<file path="config.mk">
export PLATFORM = sky130hd
export DESIGN_NAME = bshift_cc
export DESIGN_NICKNAME = d
export VERILOG_FILES = /design/src/rtl/bshift_pkg.sv /design/src/rtl/bshift_lsl.sv /design/src/rtl/bshift_rsh.sv /design/src/rtl/bshift_flags.sv /design/src/rtl/bshift_cc.sv
export SDC_FILE = /design/constraint.sdc
export NUM_CORES = 1
export LEC_CHECK = 0
export ABC_AREA = 1
export BUFFER_PORTS_ARGS = -buffer_cell sky130_fd_sc_hd__buf_2
export CAP_MARGIN = 20
export CELL_PAD_IN_SITES_DETAIL_PLACEMENT = 0
export CELL_PAD_IN_SITES_GLOBAL_PLACEMENT = 1
export CORE_ASPECT_RATIO = 1.75
export CORE_MARGIN = 8
export CORE_UTILIZATION = 41
export DETAILED_ROUTE_END_ITERATION = 10
export PLACE_DENSITY_LB_ADDON = 0.1
export REMOVE_ABC_BUFFERS = 1
export SKIP_LAST_GASP = 1
export SLEW_MARGIN = 0
export SYNTH_ARGS = -nofsm -noshare
export SYNTH_HDL_FRONTEND = slang
export SYNTH_HIERARCHICAL = 1
export SYNTH_SLANG_ARGS = --single-unit
</file>
<file path="constraint.sdc">
create_clock -name vclk -period 3.5
set_input_delay 0.7 -clock vclk [all_inputs]
set_output_delay 0.7 -clock vclk [all_outputs]
set_load 0.01 [all_outputs]
</file>
<file path="src/rtl/bshift_pkg.sv">
package bshift_pkg;

   typedef enum logic [1:0] {
      SHK_LSL     = 2'b00,
      SHK_LSR     = 2'b01,
      SHK_ASR     = 2'b10,
      SHK_ASR_ALT = 2'b11
   } shift_kind_e;

   // Any code with the upper bit set is arithmetic; arithmetic implies right.
   function automatic logic kind_is_arith(input logic [1:0] k);
      return k[1];
   endfunction

   function automatic logic kind_is_right(input logic [1:0] k);
      return k[1] | k[0];
   endfunction

endpackage

</file>
<file path="src/rtl/bshift_lsl.sv">
// Left shift core: the operand is extended by one bit above its MSB, so the
// bit that lands there after shifting is the last one shifted out.
module bshift_lsl #(
   parameter int WIDTH  = 32,
   parameter int CNT_W  = 6,
   parameter bit STAGED = 1'b1
) (
   input  logic [WIDTH-1:0] v,
   input  logic [CNT_W-1:0] cnt,
   output logic [WIDTH-1:0] res,
   output logic             cout
);
   localparam int EXT_W = WIDTH + 1;

   logic [EXT_W-1:0] wide;

   generate
      if (STAGED) begin : g_staged
         logic [EXT_W-1:0] st [0:CNT_W];
         assign st[0] = {1'b0, v};
         for (genvar k = 0; k < CNT_W; k++) begin : g_stage
            assign st[k+1] = cnt[k] ? (st[k] << (1 << k)) : st[k];
         end
         assign wide = st[CNT_W];
      end else begin : g_flat
         assign wide = {1'b0, v} << cnt;
      end
   endgenerate

   assign res  = wide[WIDTH-1:0];
   assign cout = wide[WIDTH];

   always_comb begin
      if (cnt != '0 && int'(cnt) < WIDTH) begin
         a_r2_lsl_carry : assert (cout == v[WIDTH - int'(cnt)])
            else $error("R2 left carry not the last bit shifted out");
      end
   end

endmodule

</file>
<file path="src/rtl/bshift_rsh.sv">
// Right shift core: operand framed as {fill, v, guard}, arithmetic-shifted so
// the top bit replicates the fill; the guard position catches the carry.
module bshift_rsh #(
   parameter int WIDTH  = 32,
   parameter int CNT_W  = 6,
   parameter bit STAGED = 1'b1
) (
   input  logic [WIDTH-1:0] v,
   input  logic [CNT_W-1:0] cnt,
   input  logic             fill,
   output logic [WIDTH-1:0] res,
   output logic             cout
);
   localparam int FRM_W = WIDTH + 2;

   logic [FRM_W-1:0] framed;

   generate
      if (STAGED) begin : g_staged
         logic [FRM_W-1:0] st [0:CNT_W];
         assign st[0] = {fill, v, 1'b0};
         for (genvar k = 0; k < CNT_W; k++) begin : g_stage
            assign st[k+1] = cnt[k] ? FRM_W'($signed(st[k]) >>> (1 << k)) : st[k];
         end
         assign framed = st[CNT_W];
      end else begin : g_flat
         assign framed = FRM_W'($signed({fill, v, 1'b0}) >>> cnt);
      end
   endgenerate

   assign res  = framed[WIDTH:1];
   assign cout = framed[0];

   always_comb begin
      if (cnt != '0 && int'(cnt) < WIDTH) begin
         a_r3_rsh_carry : assert (cout == v[int'(cnt) - 1])
            else $error("R3 right carry not input bit count-1");
      end
   end

endmodule

</file>
<file path="src/rtl/bshift_flags.sv">
module bshift_flags #(
   parameter int WIDTH = 32
) (
   input  logic [WIDTH-1:0] res,
   input  logic             core_c,
   input  logic             cnt_zero,
   input  logic             in_c,
   input  logic             in_x,
   output logic             c,
   output logic             x,
   output logic             n,
   output logic             z,
   output logic             v
);
   assign c = cnt_zero ? in_c : core_c;
   assign x = cnt_zero ? in_x : core_c;
   assign n = res[WIDTH-1];
   assign z = (res == '0);
   assign v = 1'b0;
endmodule

</file>
<file path="src/rtl/bshift_cc.sv">
module bshift_cc
   import bshift_pkg::*;
#(
   parameter int WIDTH  = 32,
   parameter int CNT_W  = 6,
   parameter bit STAGED = 1'b1
) (
   input  logic [WIDTH-1:0] in_value,
   input  logic [CNT_W-1:0] in_count,
   input  logic [1:0]       in_kind,
   input  logic             in_c,
   input  logic             in_x,
   output logic [WIDTH-1:0] out_result,
   output logic             out_c,
   output logic             out_x,
   output logic             out_n,
   output logic             out_z,
   output logic             out_v
);
   localparam int MAX_CNT = (1 << CNT_W) - 1;

   generate
      if (WIDTH < 2) begin : g_bad_width
         $error("bshift_cc: WIDTH must be at least 2");
      end
      if (MAX_CNT <= WIDTH) begin : g_bad_cnt
         $error("bshift_cc: CNT_W must allow counts beyond WIDTH");
      end
   endgenerate

   logic             is_right, is_arith, cnt_zero;
   logic [WIDTH-1:0] l_res, r_res, core_res;
   logic             l_c, r_c, core_c;

   assign is_right = kind_is_right(in_kind);
   assign is_arith = kind_is_arith(in_kind);
   assign cnt_zero = (in_count == '0);

   bshift_lsl #(.WIDTH(WIDTH), .CNT_W(CNT_W), .STAGED(STAGED)) u_lsl (
      .v(in_value), .cnt(in_count), .res(l_res), .cout(l_c)
   );

   bshift_rsh #(.WIDTH(WIDTH), .CNT_W(CNT_W), .STAGED(STAGED)) u_rsh (
      .v(in_value), .cnt(in_count), .fill(is_arith & in_value[WIDTH-1]),
      .res(r_res), .cout(r_c)
   );

   assign core_res   = is_right ? r_res : l_res;
   assign core_c     = is_right ? r_c   : l_c;
   assign out_result = core_res;

   bshift_flags #(.WIDTH(WIDTH)) u_flags (
      .res(core_res), .core_c(core_c), .cnt_zero(cnt_zero),
      .in_c(in_c), .in_x(in_x),
      .c(out_c), .x(out_x), .n(out_n), .z(out_z), .v(out_v)
   );

   always_comb begin
      if (cnt_zero) begin
         a_r1_zero_pass : assert (out_result == in_value && out_c == in_c && out_x == in_x)
            else $error("R1 zero count did not pass through");
      end
      if (!cnt_zero) begin
         a_r7_x_follows_c : assert (out_x == out_c)
            else $error("R7 extend differs from carry");
      end
      if (!is_arith && int'(in_count) > WIDTH) begin
         a_r5_far_logical : assert (out_result == '0 && !out_c)
            else $error("R5 far logical shift not cleared");
      end
      if (is_arith && int'(in_count) >= WIDTH) begin
         a_r6_asr_sat : assert (out_result == {WIDTH{in_value[WIDTH-1]}} && out_c == in_value[WIDTH-1])
            else $error("R6 arithmetic saturation wrong");
      end
      if (!is_arith && int'(in_count) == WIDTH) begin
         a_r4_exact_width : assert (out_result == '0)
            else $error("R4 exact-width logical result not zero");
      end
   end

endmodule

</file>
==> results of run 1 <==
==> worst max-delay path: cells and delay by family <==
| family | cells | cell delay, ps |
|---|---|---|
| buf+inv | 3 | 520 |
| simple gates | 13 | 1420 |
==> routing by layer <==
layer  vias to the layer above  track usage [%]
met5                         -                0
met4                         0             22.3
met3                        97             2.91
met2                       325             51.5
met1                      3058             30.4
li1                       3172                -
==> metrics by stage <==
stage	instances	power [mW]	instance area, sq um	utilization [%]
after detailed placement	1079	0.802	4750	46.4
final	1081	0.836	4840	47.3
after global routing	1081	0.914	4840	47.3
after global placement	1079	0.800	4750	46.4
after CTS	1079	0.804	4750	46.4
after floorplan	839	0.459	3830	-
==> cell families (layout without fill, tap and decap cells) <==
logic type      count (synthesis)  after routing  synth area share, %
compound gates                 25             25                 3.43
buf+inv                        89            134                 12.9
other cells                     1              1               0.0872
simple gates                  794            794                 83.6
==> cell usage after synthesis, drive strengths merged <==
cell type / count
conb: 1
o211ai: 2
clkbuf: 15
o21ai: 20
or2: 1
o21a: 1
nor2: 47
nand4: 2
nand2: 345
nand3: 399
buf: 55
a21oi: 2
inv: 19
==> power groups by stage <==
| stage | clock (mW) | combinational, mW | sequential (mW) |
|---|---|---|---|
| 2_1_floorplan | 0 | 0.459 | 0 |
| 3_3_place_gp | 0 | 0.800 | 0 |
| 3_5_place_dp | 0 | 0.802 | 0 |
| 4_1_cts | 0 | 0.804 | 0 |
| 5_1_grt | 0 | 0.914 | 0 |
| 6_report | 0 | 0.836 | 0 |
==> layout make-up <==
class              count  area share (%)
well taps            127            3.28
multi-input cells    820            78.2
inverters             19            1.78
repair buffers       115            16.8
==> worst paths after layout <==
path                     from  endpoint  slack, ps  depth (start not counted)
hold / removal           in_x     out_x       1690                          4
setup / recovery  in_count[0]     out_z        150                         16
==> what timing repair did <==
item	CTS	global route
gates resized for setup	0	13
buffers inserted	0	0
setup endpoints to repair	0	1
==> results.md, run 1 <==
* Antenna violations before repair at 0
* Comb pwr share at 100.0%
* Commonest non-fill, non-tap cell in the layout: nand3_1
* Drt initial violations at 789
* Cell count after synthesis at 909
* Worst path max stage delay at 200 ps
* Critical Path End Type: output port
* Critical path peak fanout at 21
* Largest net degree at the start of global routing at 42
* First-pass GRT wire length at 32.5 mm
* Internal at 0.279 mW
* Switching share of power at 66.7%
* DR WL/cell at 19.9 um
* Seq pwr share at 0%
* Worst Tran Pin Value at 611 ps
* Part of the Yosys area used for sequential elements at 0%
* All-Layer GR Usage at 28.9%
* Hpwl dp at 16.5 mm
* Worst-path cell chain: clkbuf_4 > buf_12 > nand2_1 > nand3_1 > nand3_1 > nand3_1 > nand3_1 > nand3_1 > nand2_2 > nand2_1 > nor2_1 > nand2_1 > nor2_1 > nand2_1 > nor2_1 > buf_2
* Max layer used: met4
* Post-Syn Area per Cell at 4.73 sq um
* Detailed Routing Iterations Pass 1 at 6
* Critical path's slowest cell: clkbuf_4
* Clkbuf count at 0
* Die Span X at 93.4 um
* Port Buffers at 78
* # hold bufs at CTS at 0
* Routed vias/inst at 6.15
* Main area contributors after synthesis: nand3_1 45%, nand2_1 28%, nor2_1 3.8%, buf_2 3.6%, nand2_2 2.5%
* Fmax at 298 MHz
* Synth Cell Area at 4300 sq um
* Die Height at 152 um
* Final worst setup slack at 147 ps
* Clock power frac at 0%
* Drt drc at 0
* Setup-failing EPs final at 0
* Nets at 998
* Worst Path Required at 2800 ps
* Core area at 10200 sq um
* Net Switching at 0.558 mW
* Die area at 14200 sq um
* Worst setup SP type: primary input
* Number of global-route vias before repair at 6193
* Met1 WL at 7.64 mm
* Yosys Warn Count at 6
* Initial core utilization at 42.0%
* N_diodes at 0
* Fillcell total at 1241
* Met3 WL post-DR at 1.27 mm
* Max-Slew Margin vs Limit at 59.3%
* Top cell type's share of synthesized area at 45.5%
* Status: finished clean
* Maxcap violations at 0
* Row cnt at 49
* WHS at 1690 ps
* Most frequent cells in the layout: 385 x nand3_1, 326 x nand2_1, 76 x buf_2
* Drt total wl at 21.5 mm
* Cell mode on critical path: nand3_1
* GP Congestion at 1.05
* Period minus WS final at 3350 ps
* Maximum VDD drop at 0.0887 mV
* Period utilization at 95.8%
* RSZ-0062 raised after global routing: false
* Pwr Density at 173 nW/um^2
* Grt total ovfl at 0
* Via count at 6652
* Area grow syn2layout at 12.5%
* Worst EP arrival at 2650 ps
* ANT nets after route at 0
* Final Hold Fails at 0
* Leakage at 2.58 nW
* Num sequential at 0
* Met2 WL at 10.6 mm
* IO Count at 79
* Multi-input logic area at 3780 sq um
* Max-slew violation count at 0
* Cell variety after synth at 29
* Sequential Area at 0 sq um
* Leading area contributor after synthesis: nand3_1
* Setup TNS at 0 ps
* Worst min path class: primary input to output port
* Fraction of layout cells with a size suffix above 1 at 17.2%
* Pre-CTS setup slack at 123 ps
* Kind of critical path: primary input to output port
No activity file was read; power rests on OpenSTA's default activity.
==> run 2: changes to the inputs <==
ABC_AREA = 0   (was 1)
CORE_UTILIZATION = 49   (was 41)
==> results.md, run 2 <==
* Port Buffers at 78
* Critical path's slowest cell: mux4_1
* Final worst setup slack at -514 ps
* Post-synth top cells: 72 x nand2_1, 68 x mux2_2, 51 x mux4_2, 39 x mux2i_1, 33 x nor2_1
* Synth Cell Area at 4900 sq um
* Post-Synth Simple-Gate Area at 19.7%
* Mux cell area share after synthesis at 53.2%
* Net Switching at 0.694 mW
* M1 GR Usage at 37.9%
* Num sequential at 0
* Worst Tran Pin Value at 625 ps
* Synth Area in Compound Gates at 19.7%
* Die Height at 148 um
* Top cell type's share of synthesized area at 23.4%
* Most frequent cell after synthesis: nand2_1
* Final Hold Fails at 0
* Core area at 9790 sq um
* Seq pwr share at 0%
* Clock power frac at 0%
* Largest net degree at the start of global routing at 34
* IO Count at 79
* Drt total wl at 27.2 mm
* Cell variety after synth at 70
* Worst path max stage delay at 600 ps
* Nets at 896
* N_diodes at 0
* Via count at 6729
* Cell mode on critical path: nor2_1
* Maximum VDD drop at 0.120 mV
* Maxcap violations at 0
* Drt drc at 0
* Switching share of power at 48.7%
* Largest family of logic cells by synthesized area: multiplexers
* Cell count after synthesis at 569
* Area grow syn2layout at 60.6%
* Die area at 13600 sq um
* Kind of critical path: primary input to output port
* Internal at 0.730 mW
* ANT nets after route at 0
* Clkbuf count at 0
* Number of global-route vias before repair at 6809
* Antenna violations before repair at 0
* Fmax at 249 MHz
* Setup TNS at -1450 ps
* Tot Pwr at 1.42 mW
* Sequential Area at 0 sq um
* First-pass GRT wire length at 39.5 mm
* Commonest non-fill, non-tap cell in the layout: buf_4
* Comb pwr share at 100.0%
* Grt total ovfl at 0
* Worst setup SP type: primary input
* Critical path peak fanout at 8
* Worst Path Required at 2800 ps
* Row cnt at 48
* Critical Path End Type: output port
* Setup-failing EPs final at 8
* Most frequent cells in the layout: 225 x buf_4, 68 x nand2_1, 65 x buf_2
* Met2 usage at 66.1%
* Detailed Routing Iterations Pass 1 at 6
* All-Layer GR Usage at 37.7%
* Post-Syn Area per Cell at 8.61 sq um
* Part of the Yosys area used for sequential elements at 0%
* Max-slew violation count at 0
* Die Span X at 91.6 um
* Xor and xnor area share after synthesis at 0%
* Pwr Density at 181 nW/um^2
* Worst EP arrival at 3310 ps
* Critical path's top delay family: multiplexers
* Grt peak-use layer: met2
* Initial core utilization at 50.1%
* Fraction of layout cells with a size suffix above 1 at 61.5%
* Leading area contributor after synthesis: mux4_2
* Period minus WS final at 4010 ps
* Worst-path cell chain: clkbuf_4 > mux4_1 > mux4_2 > nor2_1 > a2111oi_1 > mux2_2 > nor4_1 > nand4_1 > nor2_1 > buf_2
* Worst path bufs/invs at 2
* Leakage at 3.48 nW
* Pre-CTS setup slack at -862 ps
* RSZ-0062 raised after global routing: true
* Adder-cell area share of the yosys netlist at 0%
* Drt initial violations at 670
* Main area contributors after synthesis: mux4_2 23%, mux2_2 16%, mux2i_1 8.0%, nand2_1 5.5%, mux4_1 4.8%
* Status: complete, but fails checks
* GP Congestion at 1.15
* Max-Slew Margin vs Limit at 57.2%
* Failing checks: negative setup slack
* Hpwl dp at 21.0 mm
* Yosys Warn Count at 6
* Global Route met3 Usage at 5.55%
* Routed vias/inst at 6.89
* DR WL/cell at 27.8 um
* Period utilization at 115%
* Worst min path class: primary input to output port
==> run 2: worst paths after layout <==
path,end,slack [ps],startpoint,depth (start not counted)
hold / removal,out_c,1690,in_c,4
setup / recovery,out_z,-510,in_value[24],10
==> run 2: what timing repair did <==
action | 4_1_cts | 5_1_grt
pin swaps | 13 | 21
setup endpoints to repair | 34 | 24
gates cloned | 3 | 1
buffers inserted | 9 | 12
hold buffers | 0 | 0
resized for setup | 80 | 65
==> run 2: area by class of cell <==
type / count / area [sq um]
tap: 125 / 156
fill: 694 / 1920
inverter: 10 / 41.3
multi-input combinational: 503 / 4900
timing repair buffer: 339 / 2770
==> run 2: tightest hold or removal path: stages <==
cell     delay (ps)
buf_2            70
nand2_1          50
nand2_2          70
buf_6            90
==> run 2: per-layer routing <==
metal  wire length [um]  share of wire, %
met5                  0                 0
met4               2950                11
met3               2210               8.2
met2              13400                49
met1               8610                32
==> run 2: logic make-up after synthesis <==
family,count (synthesis)
AO/OA/AOI/OAI,134
buffers and inverters,66
other,1
multiplexers,172
AND/OR/NAND/NOR,196
==> run 2: power groups by stage <==
stage               clock network, mW  logic (mW)  registers [mW]
floorplan                           0       0.529               0
global route                        0        1.47               0
finish                              0        1.42               0
global placement                    0        1.17               0
detailed placement                  0        1.19               0
CTS                                 0        1.29               0
==> run 2: stage by stage <==
step	hold slack, ps	instances	utilization [%]	instance area (sq um)
after floorplan	1520	513	-	4580
after global routing	1700	977	80.4	7870
after detailed placement	1680	955	72.0	7050
final	1690	977	80.4	7870
after CTS	1680	966	76.5	7490
after global placement	1680	955	72.0	7050
